**src/rtl/ep0mb_pkg.sv**
```systemverilog
package ep0mb_pkg;
  localparam int DATA_W      = 8;
  localparam int SETUP_BYTES = 8;
  localparam int MAX_PKT     = 64;
  localparam int ADDR_W      = 8;

  localparam logic [ADDR_W-1:0] REG_DATA  = 8'h31;
  localparam logic [ADDR_W-1:0] REG_SETUP = 8'h32;
  localparam logic [ADDR_W-1:0] REG_COUNT = 8'h33;
endpackage

```
**src/rtl/ep0mb_setup_reg.sv**
```systemverilog
// Holds the setup packet and serves it one byte per read, saturating past the end.
module ep0mb_setup_reg #(
  parameter int DW = 8,
  parameter int SB = 8
) (
  input  logic            clk,
  input  logic            rst,
  input  logic            load,
  input  logic [SB*DW-1:0] pkt,
  input  logic            rd,
  output logic [DW-1:0]   rd_byte
);
  localparam int IW  = $clog2(SB);
  localparam int SPW = $clog2(SB + 1);

  logic [DW-1:0]  bytes_in [SB];
  logic [DW-1:0]  store    [SB];
  logic [SPW-1:0] ptr;
  logic           in_range;

  for (genvar g = 0; g < SB; g++) begin : g_unpack
    assign bytes_in[g] = pkt[g*DW +: DW];
    always_ff @(posedge clk) begin
      if (rst) store[g] <= '0;
      else if (load) store[g] <= bytes_in[g];
    end
  end

  assign in_range = (ptr < SPW'(SB));

  always_ff @(posedge clk) begin
    if (rst) ptr <= '0;
    else if (load) ptr <= rd ? SPW'(1) : '0;
    else if (rd && in_range) ptr <= ptr + SPW'(1);
  end

  always_comb begin
    if (load) rd_byte = bytes_in[0];
    else if (in_range) rd_byte = store[ptr[IW-1:0]];
    else rd_byte = '0;
  end
endmodule

```
**src/rtl/ep0mb_in_buf.sv**
```systemverilog
// IN packet buffer: one write port with fill pointer, registered read port.
module ep0mb_in_buf #(
  parameter int DW   = 8,
  parameter int MAXP = 64
) (
  input  logic                    clk,
  input  logic                    rst,
  input  logic                    clr,
  input  logic                    wr,
  input  logic                    avail,
  input  logic [DW-1:0]           wdata,
  input  logic [$clog2(MAXP)-1:0] rd_addr,
  output logic [DW-1:0]           rd_data,
  output logic                    ovf
);
  localparam int AW = $clog2(MAXP);
  localparam int PW = $clog2(MAXP + 1);

  logic [DW-1:0] mem [MAXP];
  logic [PW-1:0] wptr;
  logic          full;
  logic          we;

  assign full = (wptr == PW'(MAXP));
  assign we   = wr && avail && !full;

  always_ff @(posedge clk) begin
    if (we) mem[wptr[AW-1:0]] <= wdata;
    rd_data <= mem[rd_addr];
  end

  always_ff @(posedge clk) begin
    if (rst || clr) begin
      wptr <= '0;
      ovf  <= 1'b0;
    end else begin
      if (we) wptr <= wptr + PW'(1);
      if (wr && avail && full) ovf <= 1'b1;
    end
  end
endmodule

```
**src/rtl/ep0mb_ctrl.sv**
```systemverilog
// Interrupt flags, buffer ownership, stall latch and committed length.
module ep0mb_ctrl #(
  parameter int DW   = 8,
  parameter int MAXP = 64
) (
  input  logic                     clk,
  input  logic                     rst,
  input  logic                     setup_load,
  input  logic                     dir_in,
  input  logic                     has_data,
  input  logic                     setup_rd,
  input  logic                     stall_req,
  input  logic                     data_wr,
  input  logic                     count_wr,
  input  logic [DW-1:0]            count_val,
  input  logic                     out_arrive,
  input  logic                     in_ack,
  output logic                     commit_ok,
  output logic                     irq_setup,
  output logic                     irq_buf,
  output logic                     buf_avail,
  output logic                     stall,
  output logic                     pkt_valid,
  output logic [$clog2(MAXP+1)-1:0] in_len
);
  localparam int LW = $clog2(MAXP + 1);

  logic out_q;
  logic ack_ok;

  assign commit_ok = count_wr && buf_avail && !setup_load;
  assign ack_ok    = in_ack && pkt_valid && !setup_load;

  always_ff @(posedge clk) begin
    if (rst) begin
      irq_setup <= 1'b0;
      irq_buf   <= 1'b0;
      buf_avail <= 1'b0;
      stall     <= 1'b0;
      pkt_valid <= 1'b0;
      in_len    <= '0;
      out_q     <= 1'b0;
    end else if (setup_load) begin
      irq_setup <= 1'b1;
      irq_buf   <= dir_in && has_data;
      buf_avail <= dir_in && has_data;
      stall     <= 1'b0;
      pkt_valid <= 1'b0;
      out_q     <= !dir_in && has_data;
    end else begin
      if (setup_rd) irq_setup <= 1'b0;
      if (stall_req) stall <= 1'b1;
      if (commit_ok) begin
        buf_avail <= 1'b0;
        pkt_valid <= 1'b1;
        irq_buf   <= 1'b0;
        in_len    <= (count_val > DW'(MAXP)) ? LW'(MAXP) : LW'(count_val);
      end else if (ack_ok) begin
        buf_avail <= 1'b1;
        pkt_valid <= 1'b0;
        irq_buf   <= 1'b1;
      end else if (data_wr) begin
        irq_buf <= 1'b0;
      end else if (out_arrive && out_q) begin
        irq_buf <= 1'b1;
      end
    end
  end
endmodule

```
**src/rtl/ep0_setup_mailbox.sv**
```systemverilog
module ep0_setup_mailbox
  import ep0mb_pkg::*;
#(
  parameter int DW   = DATA_W,
  parameter int SB   = SETUP_BYTES,
  parameter int MAXP = MAX_PKT
) (
  input  logic                      clk,
  input  logic                      rst,
  input  logic                      setup_load,
  input  logic [SB*DW-1:0]          setup_pkt,
  input  logic                      host_out_arrive,
  input  logic                      host_in_ack,
  input  logic [$clog2(MAXP)-1:0]   in_rd_addr,
  output logic [DW-1:0]             in_rd_data,
  output logic                      in_pkt_valid,
  output logic [$clog2(MAXP+1)-1:0] in_len,
  input  logic                      reg_wr,
  input  logic                      reg_rd,
  input  logic [ADDR_W-1:0]         reg_addr,
  input  logic [DW-1:0]             reg_wdata,
  output logic [DW-1:0]             reg_rdata,
  output logic                      irq_setup,
  output logic                      irq_buf,
  output logic                      buf_avail,
  output logic                      stall,
  output logic                      data_ovf
);
  logic          setup_rd, stall_req, data_wr, count_wr, commit_ok;
  logic          dir_in, has_data;
  logic [DW-1:0] setup_byte;

  assign setup_rd  = reg_rd && (reg_addr == REG_SETUP);
  assign stall_req = reg_wr && (reg_addr == REG_SETUP) && (reg_wdata != '0);
  assign data_wr   = reg_wr && (reg_addr == REG_DATA);
  assign count_wr  = reg_wr && (reg_addr == REG_COUNT);
  assign dir_in    = setup_pkt[DW-1];
  assign has_data  = (setup_pkt[SB*DW-1 -: 2*DW] != '0);

  ep0mb_setup_reg #(.DW(DW), .SB(SB)) setup_i (
    .clk(clk), .rst(rst), .load(setup_load), .pkt(setup_pkt),
    .rd(setup_rd), .rd_byte(setup_byte)
  );

  ep0mb_in_buf #(.DW(DW), .MAXP(MAXP)) buf_i (
    .clk(clk), .rst(rst), .clr(setup_load || commit_ok), .wr(data_wr),
    .avail(buf_avail), .wdata(reg_wdata), .rd_addr(in_rd_addr),
    .rd_data(in_rd_data), .ovf(data_ovf)
  );

  ep0mb_ctrl #(.DW(DW), .MAXP(MAXP)) ctrl_i (
    .clk(clk), .rst(rst), .setup_load(setup_load), .dir_in(dir_in),
    .has_data(has_data), .setup_rd(setup_rd), .stall_req(stall_req),
    .data_wr(data_wr), .count_wr(count_wr), .count_val(reg_wdata),
    .out_arrive(host_out_arrive), .in_ack(host_in_ack),
    .commit_ok(commit_ok), .irq_setup(irq_setup), .irq_buf(irq_buf),
    .buf_avail(buf_avail), .stall(stall), .pkt_valid(in_pkt_valid),
    .in_len(in_len)
  );

  always_ff @(posedge clk) begin
    if (rst) reg_rdata <= '0;
    else if (reg_rd) reg_rdata <= setup_rd ? setup_byte : '0;
  end
endmodule

```
**config.mk**
```make
export PLATFORM = sky130hd
export DESIGN_NAME = ep0_setup_mailbox
export DESIGN_NICKNAME = d
export VERILOG_FILES = /design/src/rtl/ep0mb_pkg.sv /design/src/rtl/ep0mb_setup_reg.sv /design/src/rtl/ep0mb_in_buf.sv /design/src/rtl/ep0mb_ctrl.sv /design/src/rtl/ep0_setup_mailbox.sv
export SDC_FILE = /design/constraint.sdc
export NUM_CORES = 1
export LEC_CHECK = 0
export CAP_MARGIN = 5
export CORE_MARGIN = 5
export CORE_UTILIZATION = 44
export DETAILED_ROUTE_END_ITERATION = 10
export GPL_TIMING_DRIVEN = 0
export SYNTH_ARGS = -nofsm -noshare
export SYNTH_HDL_FRONTEND = slang
export SYNTH_SLANG_ARGS = --single-unit
```
**constraint.sdc**
```tcl
create_clock -name clk -period 5.2 [get_ports clk]
set_input_delay 1.3 -clock clk [delete_from_list [all_inputs] [get_ports clk]]
set_output_delay 1.3 -clock clk [all_outputs]
set_load 0.01 [all_outputs]
```
# Yosys cells after proc, flatten, opt, wreduce, memory -nomap -nowiden
# Memories as Yosys holds them, arrays and structs flattened. A register that Yosys moved wholly into a read port is not among the register bits.
# Index checks and enable logic that the tools add are counted.
# totals
reg_bits	33
ramBits	576
in_bits	93
out_inout_bits	29
word_cells	96
mem_count	2
# op_classes
add_sub_neg	2
magnitude_cmp	2
n_eq_ne	4
muxes	36
n_bitwise	9
n_reduce_logical	30
# mem_list
name	depth	word_bits	rd	rd_ports_with_merged_regs	wr	line	source
buf_i.mem	64	8	1	1	1	ep0mb_in_buf.sv:19	logic [DW-1:0] mem [MAXP];
setup_i.store	8	8	1	1	8	ep0mb_setup_reg.sv:17	logic [DW-1:0] store [SB];
# ops
operator	n
2-to-1 mux 8 bit	11
equality test 8 x 6 -> 1 bit, second input constant	3
2-to-1 mux 1 bit	20
logical AND 1 bit	16
nonzero test 16 bit	1
> comparator 8 x 7 -> 1 bit, second input constant	1
2-to-1 mux 4 bit	2
OR 1 bit	8
nonzero test 8 bit	1
adder 7 x 1 -> 7 bit, second input constant	1
equality test 7 bit, second input constant	1
2-to-1 mux 7 bit	1
2-to-1 mux 3 bit	2
nonzero test 2 bit	3
nonzero test 5 bit	1
adder 4 x 1 -> 4 bit, second input constant	1
less-than comparator 4 bit, second input constant	1
logical NOT 1 bit	3
nonzero test 3 bit	1
logical OR 1 bit	2
AND reduction 2 bit	1
OR reduction 2 bit	1
inverter 1 bit	1

# Depth between registers and ports, before layout
# Gate-level depths: netlist of run 1.
# logic_depth
depth_word	7
depth_mapped	9
mapped_depth_nobuf	7

# By module
# A second synthesis of run 1 with hierarchy kept.
# hier_totals
cells_unflattened	1291
area_unflattened_um2	24571.1
# modules_own_cells
module	instances	cells_per_inst	area_each_um2	seq_area_each_um2
ep0mb_in_buf	1	953	20413.3	15695.1
ep0mb_setup_reg	1	225	3184.3	2062.0
ep0mb_ctrl	1	59	544.3	260.2
ep0_setup_mailbox	1	54	429.2	160.2

# Least setup slack after synthesis of run 1
# No wires, ideal clock.
# synth_path
path_kind	input to register
from	input port rst
to	register ctrl_i.buf_avail
setup_time_ps	131
arrival_time_ps	4163
required_ps	5069
setup_slack_ps	906
cell_stages	6
n_path_buf	3
path_cell_list	clkbuf_1 or2_2 clkbuf_1 nand2b_1 clkbuf_1 a21oi_1
# synth_rtl
element	line	source
from (decl)	ep0_setup_mailbox.sv:9	input logic rst,
to (signal assigned)	ep0mb_ctrl.sv:46	buf_avail <= dir_in && has_data;
to (decl)	ep0mb_ctrl.sv:21	output logic buf_avail,

# Final worst setup path of run 1
# layout_path
from	input port reg_addr[3]
to	memory buf_i.mem[25][2], enable pin
# layout_via
elab_chain_cells	6
# layout_lines
element	line	source
from (decl)	ep0_setup_mailbox.sv:20	input logic [ADDR_W-1:0] reg_addr,
equality test 8 x 6 -> 1 bit	ep0_setup_mailbox.sv:35	assign data_wr = reg_wr && (reg_addr == REG_DATA);
logical AND 1 bit	ep0_setup_mailbox.sv:35	
logical AND 1 bit (2 in series)	ep0mb_in_buf.sv:25	assign we = wr && avail && !full;
2-to-1 mux 1 bit	ep0mb_in_buf.sv:28	if (we) mem[wptr[AW-1:0]] <= wdata;
2-to-1 mux 1 bit (implied by the code)	ep0mb_in_buf.sv:28	
to (decl)	ep0mb_in_buf.sv:19	
# No other way between the ends.

==> reports/results.ini, run 1 <==
[run_status]
status = complete, no violations

[clock_tree]
root_buffer = clkbuf_16
hold_buffers = 0
clock-sinks = 620
clk_latency_ns = 0.58
cts_buffers = 66
clk_pin_slew_ns = 0.06
clockBufferDepth = 3
ctsHtreeMaxLevel = 3
cts_tree = built
post_cts_buffers = 0
cts_resized = 0

[grt]
first_global_vias = 13200
grt_start_max_net_pins = 71
globalRouteOverflowTotal = 0
track_usage_pct = 19.8
grt_pass1_wl_um = 87900
antenna_found_initial = 1

[synthesis]
syn_area_mm2 = 0.0245
syn_area_per_cell_um2 = 19.4
yosysSeqAreaShare_pct = 74.2
async_flop_share_pct = 0
synth_area_leaders = edfxtp_1 71%, mux4_2 13%, dfxtp_1 3.6%
synth-edff-count = 576
synth_flop_cell = edfxtp_1
ys_types = 50
synth-seq-cells = 620
synth_top_area_cell = edfxtp_1
syn_nets = 1360
synthCells = 1264
yosys_warnings = 0
synth_top_area_share_pct = 70.6

[setup_path]
cpMaxStageDelayCell = nor2_1
path_class = input pin to register
startpoint_type = input pin
r2r-start = buf_i.wptr[5]
endpoint_kind = register
crit_fanout = 8
max_stage_delay_ns = 0.99
critPathArrivalTime_ns = 4.37
crit_start = reg_addr[3]
path_cells = clkdlybuf4s50_1 -> nor2_1 -> nand4_1 -> nor4_2 -> nand2_1 -> nor2_1
crit_family = simple AND/OR/NAND/NOR gates
cp-endpoint = buf_i.mem[25][2]
ff2ff_setup_slack_ns = 1.75
worst_path_most_repeated_cell = nor2_1
cp.buffers_inverters = 1
path_depth = 6
r2r-end = buf_i.mem[25][2]
reg2reg_depth = 7
required_ns = 5.38

[die]
dieArea_mm2 = 0.0605
core-area_mm2 = 0.0551
die_w_um = 246
initial_core_util_pct = 44.4
num_rows = 86
die_height_um = 246
boundaryPins = 122

[placement]
gp_congestion = 0.879
place_hpwl_um = 39800
port_buffers = 115
place_area_mm2 = 0.0267

[power_and_ir_drop]
power_frac_clock_pct = 43.4
p_sw_share_pct = 20.4
vdd_drop_max_mv = 0.233
power.net_switching_mw = 2.18
combPwrFrac_pct = 5.3
power.total_mw = 10.7
power.leakage_nw = 9.23
seq_power_share_pct = 51.4
intPower_mw = 8.55
powerDensity_mw_per_mm2 = 372

[layout]
multi_input_area_mm2 = 0.00590
design.final.nets = 1551
fillers = 4442
finish.instance_area_mm2 = 0.0288
seq_area_mm2 = 0.0182
drive_above_1_share_pct = 20.0
fin_util_pct = 52.3
areaGrowthSynthToFinish_pct = 17.8

[timing]
finalMaxSlewViolations = 0
final.setup_skew_ns = 0.0322
hold_viol = 0
fin_crit_ns = 4.20
fmax_ghz = 0.238
worst_pin_slew_ns = 1.05
setup_violations = 0
slew_headroom_pct = 29.4
rsz0062_at_grt = false
fin_crit_sh_pct = 80.7

[route]
drt_pass1_iterations = 5
ant_nets = 0
drc = 0
first_iter_violations = 1226
viasPerCell = 5.66
drt-total-wl_um = 59100
vias = 12700
wl_per_cell_um = 26.3

[min_path]
hold_class = register to register

[flow_run]
max-cap-violations = 0

worst reg2reg max path: cells and delay by family, from the launching register on:
kind / cells / cell delay, ns
buffers and inverters: 2 / 0.59
flip-flops: 1 / 0.30
AND/OR/NAND/NOR: 5 / 2.14
cell usage after synthesis, drive strengths merged (6+ instances only):
master,count
edfxtp,576
mux4,153
nor2,111
and2,61
dfxtp,44
nand2,44
buf,38
a21oi,32
clkbuf,32
mux2i,31
o21ai,18
nand3,12
mux2,8
o22ai,8
a22oi,7
a211oi,6
a221oi,6
inv,6
nand4,6
nor4,6
per-stage QoR:
stage / setup slack, ns / TNS (ns) / instances / hold slack (ns)
finish: 1.00 / 0 / 2250 / 0.466
global route: 0.799 / 0 / 2249 / 0.500
CTS: 1.02 / 0 / 2249 / 0.461
detailed placement: 0.537 / 0 / 2135 / 0.446
global placement: -0.302 / -2.51 / 2127 / 0.450
floorplan: 0.906 / 0 / 1264 / 0.446
flip-flops by register name (all words and copies together) (netlist names), named ones only:
register          cells
buf_i.mem           512
buf_i.ovf             1
buf_i.rd_data         8
buf_i.wptr            7
ctrl_i.buf_avail      1
ctrl_i.in_len         7
ctrl_i.irq_buf        1
ctrl_i.irq_setup      1
ctrl_i.out_q          1
ctrl_i.pkt_valid      1
ctrl_i.stall          1
reg_rdata             8
setup_i.ptr           4
setup_i.store        64
final cells by class:
cell class	count	area share, %
diodes	1	0.00868
plain buffers	70	1.33
clock buffers	92	6.61
clock inverters	22	0.820
inverters	6	0.0781
multi-input cells	568	20.5
flip-flops and latches	620	63.0
well taps	748	3.25
repair buffers	123	4.41
power by group through the flow:
stage | logic (mW) | clock network (mW) | registers [mW]
2_1_floorplan | 0.270 | 0 | 5.62
3_3_place_gp | 0.553 | 0 | 5.63
3_5_place_dp | 0.571 | 0 | 5.62
4_1_cts | 0.572 | 4.75 | 5.51
5_1_grt | 0.603 | 4.95 | 5.52
6_report | 0.567 | 4.65 | 5.51
layout by cell type, fill, tap and decap left out, drive strengths merged, types with 2 or more instances in the layout:
cell and count:
nand3b 5, a2111oi 2, and4 2, nand2 44
mux4 153, nor4 6, edfxtp 576, nor2 111
clkinv 17, a221oi 6, mux2i 31, or3 3
o22ai 8, nand2b 5, nor4b 4, mux2 8
nand4 6, a22oi 7, a21oi 32, nand3 12
clkbuf 124, dfxtp 44, or3b 3, xor2 2
inv 6, o31ai 5, nor3 4, and2 61
o211ai 2, a31oi 3, clkdlybuf4s50 107, xnor2 5
bufinv 5, and3 2, o21ai 18, buf 54
a211oi 6, ha 3, nor2b 4
layer usage:
layer | part of all wire, % | track usage, %
met3 | 7.2 | 4.24
met1 | 44 | 29.1
met2 | 46 | 30.0
met5 | 0 | 0
met4 | 2.7 | 6.14
kinds of logic after synthesis:
family,Yosys count,synth area share [%]
buffers and inverters,76,1.65
AOI/OAI and AO/OA,92,2.32
adders and majority gates,3,0.153
and+or+nand+nor,274,5.52
xor gates and xnor gates,7,0.250
muxes,192,15.9
DFF,620,74.2
how the worst min path moves through the flow:
| stage | from | end | slack, ns | depth (start not counted) |
|---|---|---|---|---|
| floorplan | ctrl_i.out_q | ctrl_i.out_q | 0.45 | 2 |
| global placement | ctrl_i.in_len[0] | ctrl_i.in_len[0] | 0.45 | 2 |
| detailed placement | ctrl_i.in_len[2] | ctrl_i.in_len[2] | 0.45 | 2 |
| CTS | ctrl_i.in_len[2] | ctrl_i.in_len[2] | 0.46 | 2 |
| global route | ctrl_i.out_q | ctrl_i.out_q | 0.50 | 2 |
| finish | ctrl_i.in_len[2] | ctrl_i.in_len[2] | 0.47 | 2 |
(Power assumes the default switching activity.)
==> run 2, diff against run 1 <==
==> constraint.sdc (replaced) <==
create_clock -name clk -period 4.35 [get_ports clk]
set_input_delay 1.0875 -clock clk [delete_from_list [all_inputs] [get_ports clk]]
set_output_delay 1.0875 -clock clk [all_outputs]
set_load 0.01 [all_outputs]
==> results of run 2 <==
Same layout as run 1 (identical final DEF). Status: complete, no violations.
Main changes from that run: setup slack after placement 0.537 ns -> -0.101 ns; setup slack after layout 1.00 ns -> 0.366 ns; register-to-register setup slack 1.75 ns -> 0.90 ns; total power 10.7 mW -> 12.8 mW; worst IR drop on VDD 0.233 mV -> 0.279 mV
